--- src/rtl/can_mode_pkg.sv ---
package can_mode_pkg;

    localparam int MODE_W         = 3;
    localparam int STATUS_W       = 5;

    localparam int CTRL_SRST_BIT  = 0;
    localparam int CTRL_EN_BIT    = 1;

    localparam int MODE_SLEEP_BIT = 0;
    localparam int MODE_LOOP_BIT  = 1;
    localparam int MODE_SNOOP_BIT = 2;

    localparam int ST_CONFIG      = 0;
    localparam int ST_NORMAL      = 1;
    localparam int ST_LOOP        = 2;
    localparam int ST_SLEEP       = 3;
    localparam int ST_SNOOP       = 4;

    typedef enum logic [2:0] {
        MS_CONFIG,
        MS_NORMAL,
        MS_LOOPBACK,
        MS_SLEEP,
        MS_SNOOP
    } mode_state_e;

    typedef enum logic [1:0] {
        KS_IDLE,
        KS_HPB,
        KS_FIFO
    } kick_state_e;

    // Fixed priority: loopback, then sleep, then snoop, else normal.
    function automatic mode_state_e pick_mode(input logic en, input logic [MODE_W-1:0] req);
        mode_state_e s;
        if (!en)                       s = MS_CONFIG;
        else if (req[MODE_LOOP_BIT])   s = MS_LOOPBACK;
        else if (req[MODE_SLEEP_BIT])  s = MS_SLEEP;
        else if (req[MODE_SNOOP_BIT])  s = MS_SNOOP;
        else                           s = MS_NORMAL;
        return s;
    endfunction

    function automatic logic [STATUS_W-1:0] to_status(input mode_state_e s);
        logic [STATUS_W-1:0] v;
        v = '0;
        unique case (s)
            MS_CONFIG:   v[ST_CONFIG] = 1'b1;
            MS_NORMAL:   v[ST_NORMAL] = 1'b1;
            MS_LOOPBACK: v[ST_LOOP]   = 1'b1;
            MS_SLEEP:    v[ST_SLEEP]  = 1'b1;
            MS_SNOOP:    v[ST_SNOOP]  = 1'b1;
            default:     v[ST_CONFIG] = 1'b1;
        endcase
        return v;
    endfunction

endpackage

--- src/rtl/can_mode_regs.sv ---
module can_mode_regs
    import can_mode_pkg::*;
#(
    parameter int ADDR_W      = 2,
    parameter int PRESC_W     = 8,
    parameter int TIMING_W    = 9,
    parameter int ADDR_CTRL   = 0,
    parameter int ADDR_MODE   = 1,
    parameter int ADDR_PRESC  = 2,
    parameter int ADDR_TIMING = 3
) (
    input  logic                clk,
    input  logic                rst_n,
    input  logic                wr_en,
    input  logic [ADDR_W-1:0]   wr_addr,
    input  logic [TIMING_W-1:0] wr_data,
    input  logic                sleep_exit,
    output logic                enable_d,
    output logic [MODE_W-1:0]   mode_d,
    output logic [MODE_W-1:0]   mode_q,
    output logic [PRESC_W-1:0]  presc_q,
    output logic [TIMING_W-1:0] timing_q,
    output logic                evt_on,
    output logic                evt_cfg
);

    logic                enable_q;
    logic [PRESC_W-1:0]  presc_d;
    logic [TIMING_W-1:0] timing_d;
    logic                wr_ctrl, wr_mode, wr_presc, wr_timing;

    assign wr_ctrl   = wr_en && (wr_addr == ADDR_W'(ADDR_CTRL));
    assign wr_mode   = wr_en && (wr_addr == ADDR_W'(ADDR_MODE));
    assign wr_presc  = wr_en && (wr_addr == ADDR_W'(ADDR_PRESC));
    assign wr_timing = wr_en && (wr_addr == ADDR_W'(ADDR_TIMING));

    always_comb begin
        enable_d = enable_q;
        mode_d   = mode_q;
        presc_d  = presc_q;
        timing_d = timing_q;

        if (wr_ctrl) begin
            enable_d = wr_data[CTRL_EN_BIT] & ~wr_data[CTRL_SRST_BIT];
            if (wr_data[CTRL_SRST_BIT]) begin
                mode_d   = '0;
                presc_d  = '0;
                timing_d = '0;
            end
        end

        if (wr_mode) begin
            if (!enable_q) mode_d = wr_data[MODE_W-1:0];
            else           mode_d[MODE_SLEEP_BIT] = wr_data[MODE_SLEEP_BIT];
        end

        if (wr_presc && !enable_q)  presc_d  = wr_data[PRESC_W-1:0];
        if (wr_timing && !enable_q) timing_d = wr_data;

        // Bus or transmit activity in sleep overrides a same-cycle write.
        if (sleep_exit) mode_d[MODE_SLEEP_BIT] = 1'b0;
    end

    assign evt_on  = wr_ctrl && enable_d;
    assign evt_cfg = wr_ctrl && !enable_d;

    always_ff @(posedge clk or negedge rst_n) begin
        if (!rst_n) begin
            enable_q <= 1'b0;
            mode_q   <= '0;
            presc_q  <= '0;
            timing_q <= '0;
        end else begin
            enable_q <= enable_d;
            mode_q   <= mode_d;
            presc_q  <= presc_d;
            timing_q <= timing_d;
        end
    end

endmodule

--- src/rtl/can_mode_fsm.sv ---
module can_mode_fsm
    import can_mode_pkg::*;
(
    input  logic                clk,
    input  logic                rst_n,
    input  logic                enable_d,
    input  logic [MODE_W-1:0]   mode_d,
    input  logic                rx_frame_seen,
    input  logic                tx_done,
    output logic                sleep_exit,
    output logic [STATUS_W-1:0] status,
    output logic                sleep_irq,
    output logic                wake_irq
);

    mode_state_e state_q, state_d;

    assign sleep_exit = (state_q == MS_SLEEP) && (rx_frame_seen || tx_done);
    assign state_d    = pick_mode(enable_d, mode_d);
    assign status     = to_status(state_q);

    // State register.
    always_ff @(posedge clk or negedge rst_n) begin
        if (!rst_n) state_q <= MS_CONFIG;
        else        state_q <= state_d;
    end

    // Transition pulses.
    always_ff @(posedge clk or negedge rst_n) begin
        if (!rst_n) begin
            sleep_irq <= 1'b0;
            wake_irq  <= 1'b0;
        end else begin
            unique case (state_q)
                MS_SLEEP: begin
                    sleep_irq <= 1'b0;
                    wake_irq  <= (state_d == MS_NORMAL);
                end
                MS_CONFIG, MS_NORMAL, MS_LOOPBACK, MS_SNOOP: begin
                    sleep_irq <= (state_d == MS_SLEEP);
                    wake_irq  <= 1'b0;
                end
                default: begin
                    sleep_irq <= 1'b0;
                    wake_irq  <= 1'b0;
                end
            endcase
        end
    end

endmodule

--- src/rtl/can_kick_seq.sv ---
module can_kick_seq
    import can_mode_pkg::*;
(
    input  logic clk,
    input  logic rst_n,
    input  logic evt_on,
    input  logic evt_cfg,
    output logic kick_hpb,
    output logic kick_fifo,
    output logic ts_clear,
    output logic cfg_clear
);

    kick_state_e state_q, state_d;

    always_comb begin
        state_d = state_q;
        unique case (state_q)
            KS_IDLE: if (evt_on) state_d = KS_HPB;
            KS_HPB:  state_d = evt_on ? KS_HPB : (evt_cfg ? KS_IDLE : KS_FIFO);
            KS_FIFO: state_d = evt_on ? KS_HPB : KS_IDLE;
            default: state_d = KS_IDLE;
        endcase
    end

    // State register.
    always_ff @(posedge clk or negedge rst_n) begin
        if (!rst_n) state_q <= KS_IDLE;
        else        state_q <= state_d;
    end

    // Outputs.
    always_ff @(posedge clk or negedge rst_n) begin
        if (!rst_n) begin
            ts_clear  <= 1'b0;
            cfg_clear <= 1'b0;
        end else begin
            ts_clear  <= evt_on;
            cfg_clear <= evt_cfg;
        end
    end

    assign kick_hpb  = (state_q == KS_HPB);
    assign kick_fifo = (state_q == KS_FIFO);

endmodule

--- src/rtl/can_mode_ctrl.sv ---
module can_mode_ctrl
    import can_mode_pkg::*;
#(
    parameter int ADDR_W      = 2,
    parameter int PRESC_W     = 8,
    parameter int TIMING_W    = 9,
    parameter int ADDR_CTRL   = 0,
    parameter int ADDR_MODE   = 1,
    parameter int ADDR_PRESC  = 2,
    parameter int ADDR_TIMING = 3
) (
    input  logic                clk,
    input  logic                rst_n,
    input  logic                wr_en,
    input  logic [ADDR_W-1:0]   wr_addr,
    input  logic [TIMING_W-1:0] wr_data,
    input  logic                rx_frame_seen,
    input  logic                tx_done,
    output logic [4:0]          status,
    output logic [2:0]          mode_bits,
    output logic [PRESC_W-1:0]  prescaler,
    output logic [TIMING_W-1:0] bit_timing,
    output logic                sleep_irq,
    output logic                wake_irq,
    output logic                cfg_clear,
    output logic                ts_clear,
    output logic                kick_hpb,
    output logic                kick_fifo
);

    logic              enable_d;
    logic [MODE_W-1:0] mode_d;
    logic              sleep_exit;
    logic              evt_on, evt_cfg;

    can_mode_regs #(
        .ADDR_W(ADDR_W), .PRESC_W(PRESC_W), .TIMING_W(TIMING_W),
        .ADDR_CTRL(ADDR_CTRL), .ADDR_MODE(ADDR_MODE),
        .ADDR_PRESC(ADDR_PRESC), .ADDR_TIMING(ADDR_TIMING)
    ) u_regs (
        .clk(clk), .rst_n(rst_n), .wr_en(wr_en), .wr_addr(wr_addr),
        .wr_data(wr_data), .sleep_exit(sleep_exit), .enable_d(enable_d),
        .mode_d(mode_d), .mode_q(mode_bits), .presc_q(prescaler),
        .timing_q(bit_timing), .evt_on(evt_on), .evt_cfg(evt_cfg)
    );

    can_mode_fsm u_fsm (
        .clk(clk), .rst_n(rst_n), .enable_d(enable_d), .mode_d(mode_d),
        .rx_frame_seen(rx_frame_seen), .tx_done(tx_done),
        .sleep_exit(sleep_exit), .status(status),
        .sleep_irq(sleep_irq), .wake_irq(wake_irq)
    );

    can_kick_seq u_kick (
        .clk(clk), .rst_n(rst_n), .evt_on(evt_on), .evt_cfg(evt_cfg),
        .kick_hpb(kick_hpb), .kick_fifo(kick_fifo),
        .ts_clear(ts_clear), .cfg_clear(cfg_clear)
    );

endmodule

--- config.mk ---
export PLATFORM = sky130hd
export DESIGN_NAME = can_mode_ctrl
export DESIGN_NICKNAME = d
export VERILOG_FILES = /design/src/rtl/can_mode_pkg.sv /design/src/rtl/can_mode_regs.sv /design/src/rtl/can_mode_fsm.sv /design/src/rtl/can_kick_seq.sv /design/src/rtl/can_mode_ctrl.sv
export SDC_FILE = /design/constraint.sdc
export NUM_CORES = 1
export LEC_CHECK = 0
export ABC_CLOCK_PERIOD_IN_PS = 2000
export BUFFER_PORTS_ARGS = -buffer_cell sky130_fd_sc_hd__buf_2
export CAP_MARGIN = 10
export CORE_MARGIN = 4
export CORE_UTILIZATION = 51
export DETAILED_ROUTE_END_ITERATION = 8
export PLACE_DENSITY = 0.82
export SYNTH_ARGS = -nofsm -noshare
export SYNTH_HDL_FRONTEND = slang
export SYNTH_SLANG_ARGS = --single-unit
export TNS_END_PERCENT = 30
--- constraint.sdc ---
create_clock -name clk -period 2 [get_ports clk]
set_input_delay 0.3 -clock clk [delete_from_list [all_inputs] [get_ports clk]]
set_output_delay 0.3 -clock clk [all_outputs]
set_load 0.02 [all_outputs]
==> results of run 1 <==
[per-stage QoR]
step / worst slack, ns / area, um2 / cells / power (uW)
after floorplan: 0.661 / 1270 / 126 / 971
after global placement: 0.536 / 1510 / 195 / 1110
after detailed placement: 0.455 / 1510 / 195 / 1120
after CTS: 0.403 / 1590 / 204 / 1500
after global routing: 0.285 / 1590 / 204 / 1580
final: 0.415 / 1590 / 204 / 1490
[layout by cell type (no fill, tap or decap)]
cell type	count
nor2_1	4
dlygate4sd3_1	1
a21oi_1	3
nand2_1	37
o221a_2	1
nand3_1	9
and3b_1	1
dfrtp_1	30
o21a_1	4
clkinvlp_4	1
nor3b_1	2
nor3b_4	1
xor2_1	1
a22o_1	1
buf_2	46
o21ai_0	8
nand4b_1	1
and4b_1	2
clkinv_2	1
o21ai_1	1
nor2b_1	4
a22oi_2	1
and2_1	1
inv_1	3
nor4_1	1
mux2i_1	1
and4bb_2	1
clkbuf_4	5
nand2b_1	1
and4bb_1	1
clkbuf_8	1
nor3_1	1
[path summary, 6_finish.rpt]
path | start | to
setup / recovery | u_fsm.state_q[0] | status[0]
hold / removal | wr_data[5] | u_regs.timing_q[5]
setup reg to reg | u_regs.enable_q | u_fsm.state_q[2]
hold reg to reg | u_kick.state_q[1] | u_kick.state_q[0]
max in group asynchronous | rst_n | u_fsm.state_q[2]
min in group asynchronous | rst_n | u_kick.state_q[1]
[area by class of cell]
cell class / count / share of cell area
repair buffers: 47 / 0.151
well taps: 28 / 0.0221
clock inverters: 2 / 0.00789
multi-input cells: 88 / 0.306
flip-flops and latches: 30 / 0.473
inverters: 3 / 0.00710
clock buffers: 6 / 0.0323
[worst register-to-register path, cell delays in order (launching register included)]
cell and delay, ns:
dfrtp_1 0.40, and4bb_1 0.27, a21oi_1 0.23, a22oi_2 0.12, nor4_1 0.27
[registers in the layout, summed over array words and instances (netlist names)]
register and count:
u_regs.mode_q 3, u_kick.cfg_clear 1, u_fsm.sleep_irq 1, u_regs.presc_q 8
u_kick.ts_clear 1, u_regs.enable_q 1, u_regs.timing_q 9, u_fsm.state_q 3
u_fsm.wake_irq 1, u_kick.state_q 2
[power by group]
group	internal [uW]	leakage, uW	total [uW]	switching (uW)
sequential	686	0.000391	736	49.8
combinational	129	0.000453	371	241
clock	169	0.0000343	379	210
total	984	0.000878	1490	501
[logic make-up (layout without fill, tap and decap cells)]
logic type      after synthesis  after routing  share of synthesized area
buf+inv                       8             58                     0.0266
xor+xnor                      1              1                    0.00690
compound gates               19             19                     0.0965
flops                        30             30                      0.591
simple gates                 67             67                      0.271
mux                           1              1                    0.00788
[per-layer routing]
metal | GRT usage | wire [um]
met5 | 0 | 0
met1 | 0.230 | 1180
met3 | 0.0624 | 231
met4 | 0.0894 | 51
met2 | 0.323 | 1370
==> out/qor.txt, run 1 <==
Worst skew pair latency: 0.33 ns
DR WL/cell: 13.9 um
# IOs: 47
EDFF count, synth: 0
Slew Limit Fails: 0
MaxCap Viol Count: 0
Antenna Cells: 0
WP data required: 1.70 ns
Element type at the critical path end: output port
# H-tree levels: 2
Clock slew at reported path FFs: 0.10 ns
Overflow after GRT: 0
Hold Path Depth: 3
Buffers on Ports: 46
Initial antenna violation count: 0
GPL Wtd Cong: 0.759
DRT iter0 DRCs: 22
Synth area leaders: dfrtp_1 59%, nand2_1 11%, nand3_1 3.5%
Share of cells above drive strength 1: 0.330
Synth cell types: 29
Unrepaired setup endpoints after global routing: no
Crit. path cell count: 3
Crit path max-delay cell type: dfrtp_1
Maximum fanout along the worst path: 5
Critical path type: flop to output port
LEAKAGE: 0.000878 uW
Status: finished, final reports clean
Final-report hold violation count: 0
Area grow syn2layout: 24.9%
Core Rows: 17
Starting Density: 0.553
Nets: 191
R2R depth: 4
Clock tree root driver cell: clkbuf_4
Height of the die: 57.9 um
Yosys warning count: 0
Pin count of the biggest net entering global routing: 31
Fmax: 631 MHz
Largest area contributor in the synthesized netlist: dfrtp_1
DR vias/cell: 5.24
DRT Pass-1 Iters: 4
Post-cts sizing count: 0
CTS tree: yes
FF+latch count, synth: 30
Remaining DRCs: 0
Total Wirelength: 2840 um
WP buf/inv: 1
Top Family by Delay on Critical Path: flip-flops
Total track usage: 0.195
Clock Path Buffers: 2
CTS buffer count: 5
Yosys top cell area share: 0.591
Worst Skew: 0.00861 ns
Setup violators final: 0
Post-route ant nets: 0
Max rail drop VDD: 769 uV
Syn Nets: 142
Pwr dens: 936 nW/um2
Core area: 2300 um2
Final Cycle Share: 0.793
Post-CTS Setup Repair Bufs: 0
Reg2reg setup slack: 0.59 ns
Count leader, synth: nand2_1
Worst Hold Margin: 0.170 ns
Slew margin rel.: 0.582
Vias in the first global route: 1079
Synth Flop Type: dfrtp_1
DP Wirelength: 2100 um
HP Class: input port to flop
Arr. time, crit path: 1.29 ns
Clock sinks: 30
Critical Path Max Stage Delay: 0.42 ns
Die area: 3350 um2
Die X: 57.9 um
Final worst path period need: 1.59 ns
Reg area: 751 um2
Synth top cells by count: 37 x nand2_1, 30 x dfrtp_1, 9 x nand3_1
Synth Area per Inst: 10.1 um2
Synth Cell Area: 1270 um2
Critical Path, Cell by Cell: nor2_1 -> xor2_1 -> buf_2
DR vias: 1068
Sequential element share of the synthesized area: 0.591
Crit start category: flop
Final core utilization: 0.691
Sum Neg Setup Slack: 0 ns
Multi-input gate area: 485 um2
Synth Instances: 126
FFs w/ async S/R, synth: 1.00
Fill cell count: 180
Slew @ Worst Pin: 0.628 ns
# hold bufs at CTS: 1
First-pass GRT wire length: 4900 um
Note: power is estimated with default switching activity, not from simulation.
==> run 2, diff against run 1 <==
--- a/config.mk
+++ b/config.mk
@@ -5,13 +5,13 @@
 export SDC_FILE = /design/constraint.sdc
 export NUM_CORES = 1
 export LEC_CHECK = 0
-export ABC_CLOCK_PERIOD_IN_PS = 2000
+export ABC_CLOCK_PERIOD_IN_PS = 1300
 export BUFFER_PORTS_ARGS = -buffer_cell sky130_fd_sc_hd__buf_2
 export CAP_MARGIN = 10
 export CORE_MARGIN = 4
-export CORE_UTILIZATION = 51
+export CORE_UTILIZATION = 43
 export DETAILED_ROUTE_END_ITERATION = 8
-export PLACE_DENSITY = 0.82
+export PLACE_DENSITY = 0.74
 export SYNTH_ARGS = -nofsm -noshare
 export SYNTH_HDL_FRONTEND = slang
 export SYNTH_SLANG_ARGS = --single-unit
==> constraint.sdc (replaced) <==
create_clock -name clk -period 1.3 [get_ports clk]
set_input_delay 0.195 -clock clk [delete_from_list [all_inputs] [get_ports clk]]
set_output_delay 0.195 -clock clk [all_outputs]
set_load 0.02 [all_outputs]
==> run 2 against run 1 <==
Net effect: the flow now finishes with violations (setup timing); final cell count is 4.9% higher; die area is 16% higher; worst hold slack worse by 0.11 ns; design area is 5.8% higher; clock power is 30% higher; non-clock buffer count is 8 higher; register-to-register slack worse by 0.62 ns; critical path depth is 1 higher; clock-buffer cell count is 1 higher; utilization is 8.7 points lower; via count is 2.3% higher; sequential share of layout area is 2.5 points lower; critical path type unchanged; largest power group unchanged; highest routed layer unchanged.
==> out/qor.txt, run 2 (same netlist as run 1, synthesis figures left out) <==
LEAKAGE: 0.000920 uW (+4.8%)
RR Endpoint: u_fsm.wake_irq
Element type at the critical path end: output port
Slew Limit Fails: 0 (unchanged)
Clock Path Buffers: 2 (unchanged)
Worst Skew: 0.00574 ns (-0.00287 ns)
Pwr dens: 1350 nW/um2 (+44%)
Crit start category: flop
Cell-internal power: 1510 uW (+53%)
Critical path type: flop to output port
Switching Fraction: 0.332 (-0.00563)
Setup violators final: 6 (+6)
Maximum fanout along the worst path: 3 (-2)
DR vias: 1093 (+2.3%)
DR WL/cell: 13.6 um (-2.0%)
Clock slew at reported path FFs: 0.08 ns (-0.02 ns)
Fmax: 686 MHz
Total track usage: 0.162 (-0.0332)
HP Class: input port to flop
Arr. time, crit path: 1.26 ns (-0.03 ns)
Failing checks: setup timing
Overall power: 2260 uW (+52%)
Core area: 2780 um2 (+21%)
Sw Pwr: 750 uW (+50%)
Share of cells above drive strength 1: 0.383 (+0.0530)
Overflow after GRT: 0 (unchanged)
Initial antenna violation count: 0 (unchanged)
WP data required: 1.11 ns (-0.59 ns)
Total Wirelength: 2920 um (+2.8%)
Flop pwr share: 0.500 (+0.004)
Remaining DRCs: 0 (unchanged)
DRT Pass-1 Iters: 4 (unchanged)
Final WS setup: -0.158 ns (-0.573 ns)
Starting Density: 0.457 (-0.0962)
Unrepaired setup endpoints after global routing: yes
Core Rows: 19 (+2)
Reg area: 752 um2 (+0.17%)
Worst hold start: wr_data[8]
Pin count of the biggest net entering global routing: 31 (unchanged)
GPL Wtd Cong: 0.818 (+7.7%)
Nets: 199 (+4.2%)
Slew margin rel.: 0.755 (+0.173)
Hold Path Depth: 3 (unchanged)
Most frequent cells in the layout: 41 x buf_2, 37 x nand2_1, 29 x dfrtp_1
Final worst path period need: 1.46 ns
Placed cells: 204 (+4.6%)
R2R depth: 4 (unchanged)
Max FFs per register: 9 (unchanged)
CTS tree: yes
Combinational cell fraction of total power: 0.282 (+0.032)
# IOs: 47 (unchanged)
Launching point of the worst reg2reg path: u_regs.enable_q
Commonest non-fill, non-tap cell in the layout: buf_2
Largest regs: u_regs.timing_q: 9 flops, u_regs.presc_q: 8 flops
MaxCap Viol Count: 0 (unchanged)
Top reg by flops: u_regs.timing_q
Buffers on Ports: 46 (unchanged)
Clock Power Share: 0.217 (-0.038)
First-pass GRT wire length: 5060 um (+3.2%)
DP Wirelength: 2140 um (+1.9%)
Final non-filler cell total: 214 (+4.9%)
Fill cell count: 241 (+34%)
DRT iter0 DRCs: 65 (+200%)
Max rail drop VDD: 909 uV (+18%)
Vias in the first global route: 1102 (+2.1%)
Slew @ Worst Pin: 0.368 ns (-0.259 ns)
Worst skew pair latency: 0.32 ns (about the same)
Clock sinks: 30 (unchanged)
Final-report hold violation count: 0 (unchanged)
Status: complete, but fails checks
Post-route ant nets: 0 (unchanged)
DR vias/cell: 5.11 (-2.4%)
Hold endpoint: u_regs.timing_q[8]
Clock tree root driver cell: clkbuf_4
Area grow syn2layout: 32.1%
# H-tree levels: 2 (unchanged)
CTS buffer count: 5 (unchanged)
Die area: 3890 um2 (+16%)
Reg2reg setup slack: -0.03 ns (-0.62 ns)
Antenna Cells: 0 (unchanged)
Height of the die: 62.3 um (+7.7%)
Final Cycle Share: 1.12
Multi-input gate area: 510 um2 (+5.2%)
Die X: 62.3 um (+7.7%)
[run 2: worst max path at each step]
stage / slack [ns] / from / to / cells after the start
global placement: -0.01 / wr_addr[1] / u_fsm.wake_irq / 5
finish: -0.16 / u_fsm.state_q[1] / status[2] / 4
floorplan: 0.05 / u_fsm.state_q[2] / u_fsm.wake_irq / 4
detailed placement: -0.07 / wr_addr[0] / u_fsm.wake_irq / 5
global route: -0.24 / u_fsm.state_q[1] / status[0] / 4
CTS: -0.17 / u_fsm.state_q[1] / status[0] / 4
[run 2: worst max-delay path, cell delays in order (launching register included)]
cell	delay (ns)
dfrtp_1	0.39
buf_6	0.13
buf_4	0.13
nor3b_2	0.14
buf_4	0.15
[run 2: through the flow]
step	hold slack (ns)	area (um2)	setup TNS [ns]	util	worst slack [ns]
CTS	0.0400	1660	-0.574	0.598	-0.166
floorplan	-0.101	1270	0	-	0.0476
global route	0.0750	1680	-1.06	0.603	-0.242
global placement	0.217	1560	-0.0145	0.562	-0.0145
finish	0.0592	1680	-0.608	0.603	-0.158
detailed placement	0.222	1560	-0.102	0.562	-0.0700
[run 2: power by group through the flow]
stage	Clock [uW]	Sequential, uW	Combinational (uW)
after floorplan	0	1280	214
after global placement	0	1140	583
after detailed placement	0	1150	595
after CTS	514	1130	637
after global routing	559	1150	696
final	491	1130	638
[run 2: cell type report]
| class | count | area share |
|---|---|---|
| clock buffer | 7 | 0.0268 |
| timing repair buffer | 55 | 0.191 |
| inverter | 3 | 0.00671 |
| sequential | 30 | 0.448 |
| tap | 31 | 0.0231 |
| multi-input combinational | 88 | 0.304 |
[run 2: layer usage]
metal | up-vias | track usage | routed length (um)
met2 | 40 | 0.255 | 1390
met5 | - | 0 | 0
met4 | 0 | 0.0557 | 46
li1 | 537 | - | -
met1 | 509 | 0.197 | 1230
met3 | 7 | 0.0703 | 253
[run 2: what timing repair did]
action	CTS	global route
pin swaps	4	1
endpoints found under the setup margin	7	10
resized for setup	12	2
hold endpoints to repair	30	0
setup buffers	1	1
cloned	0	0
hold buffers	1	0
==> run 3, diff against run 2 <==
--- a/config.mk
+++ b/config.mk
@@ -10,6 +10,7 @@
 export CAP_MARGIN = 10
 export CORE_MARGIN = 4
 export CORE_UTILIZATION = 43
+export CTS_BUF_LIST = sky130_fd_sc_hd__clkbuf_16
 export DETAILED_ROUTE_END_ITERATION = 8
 export PLACE_DENSITY = 0.74
 export SYNTH_ARGS = -nofsm -noshare
==> run 3 against run 2 <==
Net effect: the run still ends with setup timing left; die area unchanged; setup slack better by 0.073 ns; sequential power about the same; flip-flop and latch count unchanged; clock skew down 0.0043 ns; via count down 0.37%; non-clock buffer count down 1; largest cell class unchanged.
==> out/qor.txt, run 3 (same netlist as run 1, synthesis figures left out) <==
Height of the die: 62.3 um (unchanged)
Most frequent cells in the layout: 42 x buf_2, 37 x nand2_1, 29 x dfrtp_1
Element type at the critical path end: output port
Unrepaired setup endpoints after global routing: yes
Setup violators final: 5 (-1)
Total track usage: 0.161 (-0.000759)
DRT iter0 DRCs: 47 (-28%)
LEAKAGE: 0.000962 uW (+4.6%)
Clock Path Buffers: 2 (unchanged)
DR vias/cell: 5.11 (+0.10%)
Crit start category: flop
Fmax: 722 MHz (+5.3%)
Post-route ant nets: 0 (unchanged)
Commonest non-fill, non-tap cell in the layout: buf_2
Starting Density: 0.457 (unchanged)
First-pass GRT wire length: 5010 um (-0.95%)
Slew Limit Fails: 0 (unchanged)
Clock slew at reported path FFs: 0.04 ns (-0.04 ns)
Met2 Usage GRT: 0.250 (-0.00518)
MaxCap Viol Count: 0 (unchanged)
Worst Hold Margin: 0.123 ns (+0.0638 ns)
Final core utilization: 0.633 (+0.0301)
Clock tree root driver cell: clkbuf_16
Worst Skew: 0.00145 ns (-0.00429 ns)
Clock sinks: 30 (unchanged)
WP data required: 1.11 ns (about the same)
Met3 Usage GRT: 0.0757 (+0.00541)
Die X: 62.3 um (unchanged)
Antenna Cells: 0 (unchanged)
DR WL/cell: 13.5 um (-0.74%)
Fill cell count: 231 (-4.1%)
Largest regs: u_regs.timing_q: 9 flops, u_regs.presc_q: 8 flops
Met1 track demand over resource: 0.196 (-0.00116)
Vias in the first global route: 1083 (-1.7%)
DRT Pass-1 Iters: 4 (unchanged)
Status: complete, but fails checks
Final worst path period need: 1.38 ns (-0.0732 ns)
Failing checks: setup timing
Pin count of the biggest net entering global routing: 31 (unchanged)
Buffers on Ports: 46 (unchanged)
Share of cells above drive strength 1: 0.385 (+0.00210)
Pre-CTS setup slack: -0.0700 ns (unchanged)
# IOs: 47 (unchanged)
Die area: 3890 um2 (unchanged)
Initial antenna violation count: 0 (unchanged)
Max FFs per register: 9 (unchanged)
Total Wirelength: 2880 um (-1.2%)
Core area: 2780 um2 (unchanged)
DR vias: 1089 (-0.37%)
Worst skew pair latency: 0.26 ns (-0.06 ns)
Overall power: 2780 uW (+23%)
CTS buffer count: 5 (unchanged)
Final Cycle Share: 1.07 (-0.0563)
DP Wirelength: 2140 um (unchanged)
Pwr dens: 1580 nW/um2 (+17%)
GPL Wtd Cong: 0.818 (unchanged)
Nets: 198 (-0.50%)
GR peak layer: met2
Core Rows: 19 (unchanged)
Slew @ Worst Pin: 0.346 ns (-0.0226 ns)
Slew margin rel.: 0.763 (+0.00849)
Arr. time, crit path: 1.19 ns (-0.07 ns)
Remaining DRCs: 0 (unchanged)
Final-report hold violation count: 0 (unchanged)
# H-tree levels: 2 (unchanged)
HP Class: input port to flop
Area grow syn2layout: 38.7%
Overflow after GRT: 0 (unchanged)
Maximum fanout along the worst path: 4 (+1)
Critical path type: flop to output port
Top reg by flops: u_regs.timing_q
Max rail drop VDD: 1400 uV (+54%)
Final WS setup: -0.0848 ns (+0.0732 ns)
CTS tree: yes
[run 3: final cells by class]
| type | instances | area [um2] | area share |
|---|---|---|---|
| clock buffers | 5 | 125 | 0.0710 |
| clock inverters | 2 | 7.51 | 0.00426 |
| inverters | 3 | 11.3 | 0.00639 |
| multi-input cells | 88 | 517 | 0.293 |
| flip-flops and latches | 30 | 752 | 0.427 |
| well taps | 31 | 38.8 | 0.0220 |
| repair buffers | 54 | 310 | 0.176 |
[run 3: routing by layer]
layer / wire (um) / share of wire
met1: 1280 / 0.44
met5: 0 / 0
met3: 245 / 0.085
met2: 1310 / 0.46
met4: 44 / 0.015
[run 3: worst paths after layout]
kind / start / slack (ns) / cells past startpoint / to
min in group asynchronous: rst_n / 0.48 / 3 / u_regs.presc_q[3]
max in group asynchronous: rst_n / 0.53 / 3 / u_fsm.state_q[0]
worst min register to register: u_kick.state_q[0] / 0.46 / 1 / u_kick.state_q[0]
worst max-delay path: u_fsm.state_q[1] / -0.08 / 4 / status[0]
worst min-delay path: wr_data[8] / 0.12 / 3 / u_regs.timing_q[8]
worst max register to register: u_fsm.state_q[0] / -0.04 / 4 / u_fsm.wake_irq
[run 3: timing repair]
action,CTS,global route
setup endpoints to repair,7,8
pin swaps,4,1
buffers inserted,1,0
endpoints found under the hold margin,30,0
hold buffers,1,0
resized for setup,14,0
[run 3: stage by stage]
step,std cells,instance area (um2),setup TNS [ns]
5_1_grt,213,1760,-0.561
6_report,213,1760,-0.240
3_5_place_dp,204,1560,-0.102
4_1_cts,213,1760,-0.193
3_3_place_gp,204,1560,-0.0145
2_1_floorplan,126,1270,0
[run 3: power by group]
group          switching (uW)  internal, uW  total (uW)
registers                75.3          1060        1140
clock network             327           677        1000
logic                     390           246         636
total                     793          1990        2780
[run 3: worst max-delay path, stage by stage (launching register included)]
cell and delay, ns:
dfrtp_1 0.39, buf_6 0.14, nor2_4 0.10, xor2_1 0.15, buf_4 0.16
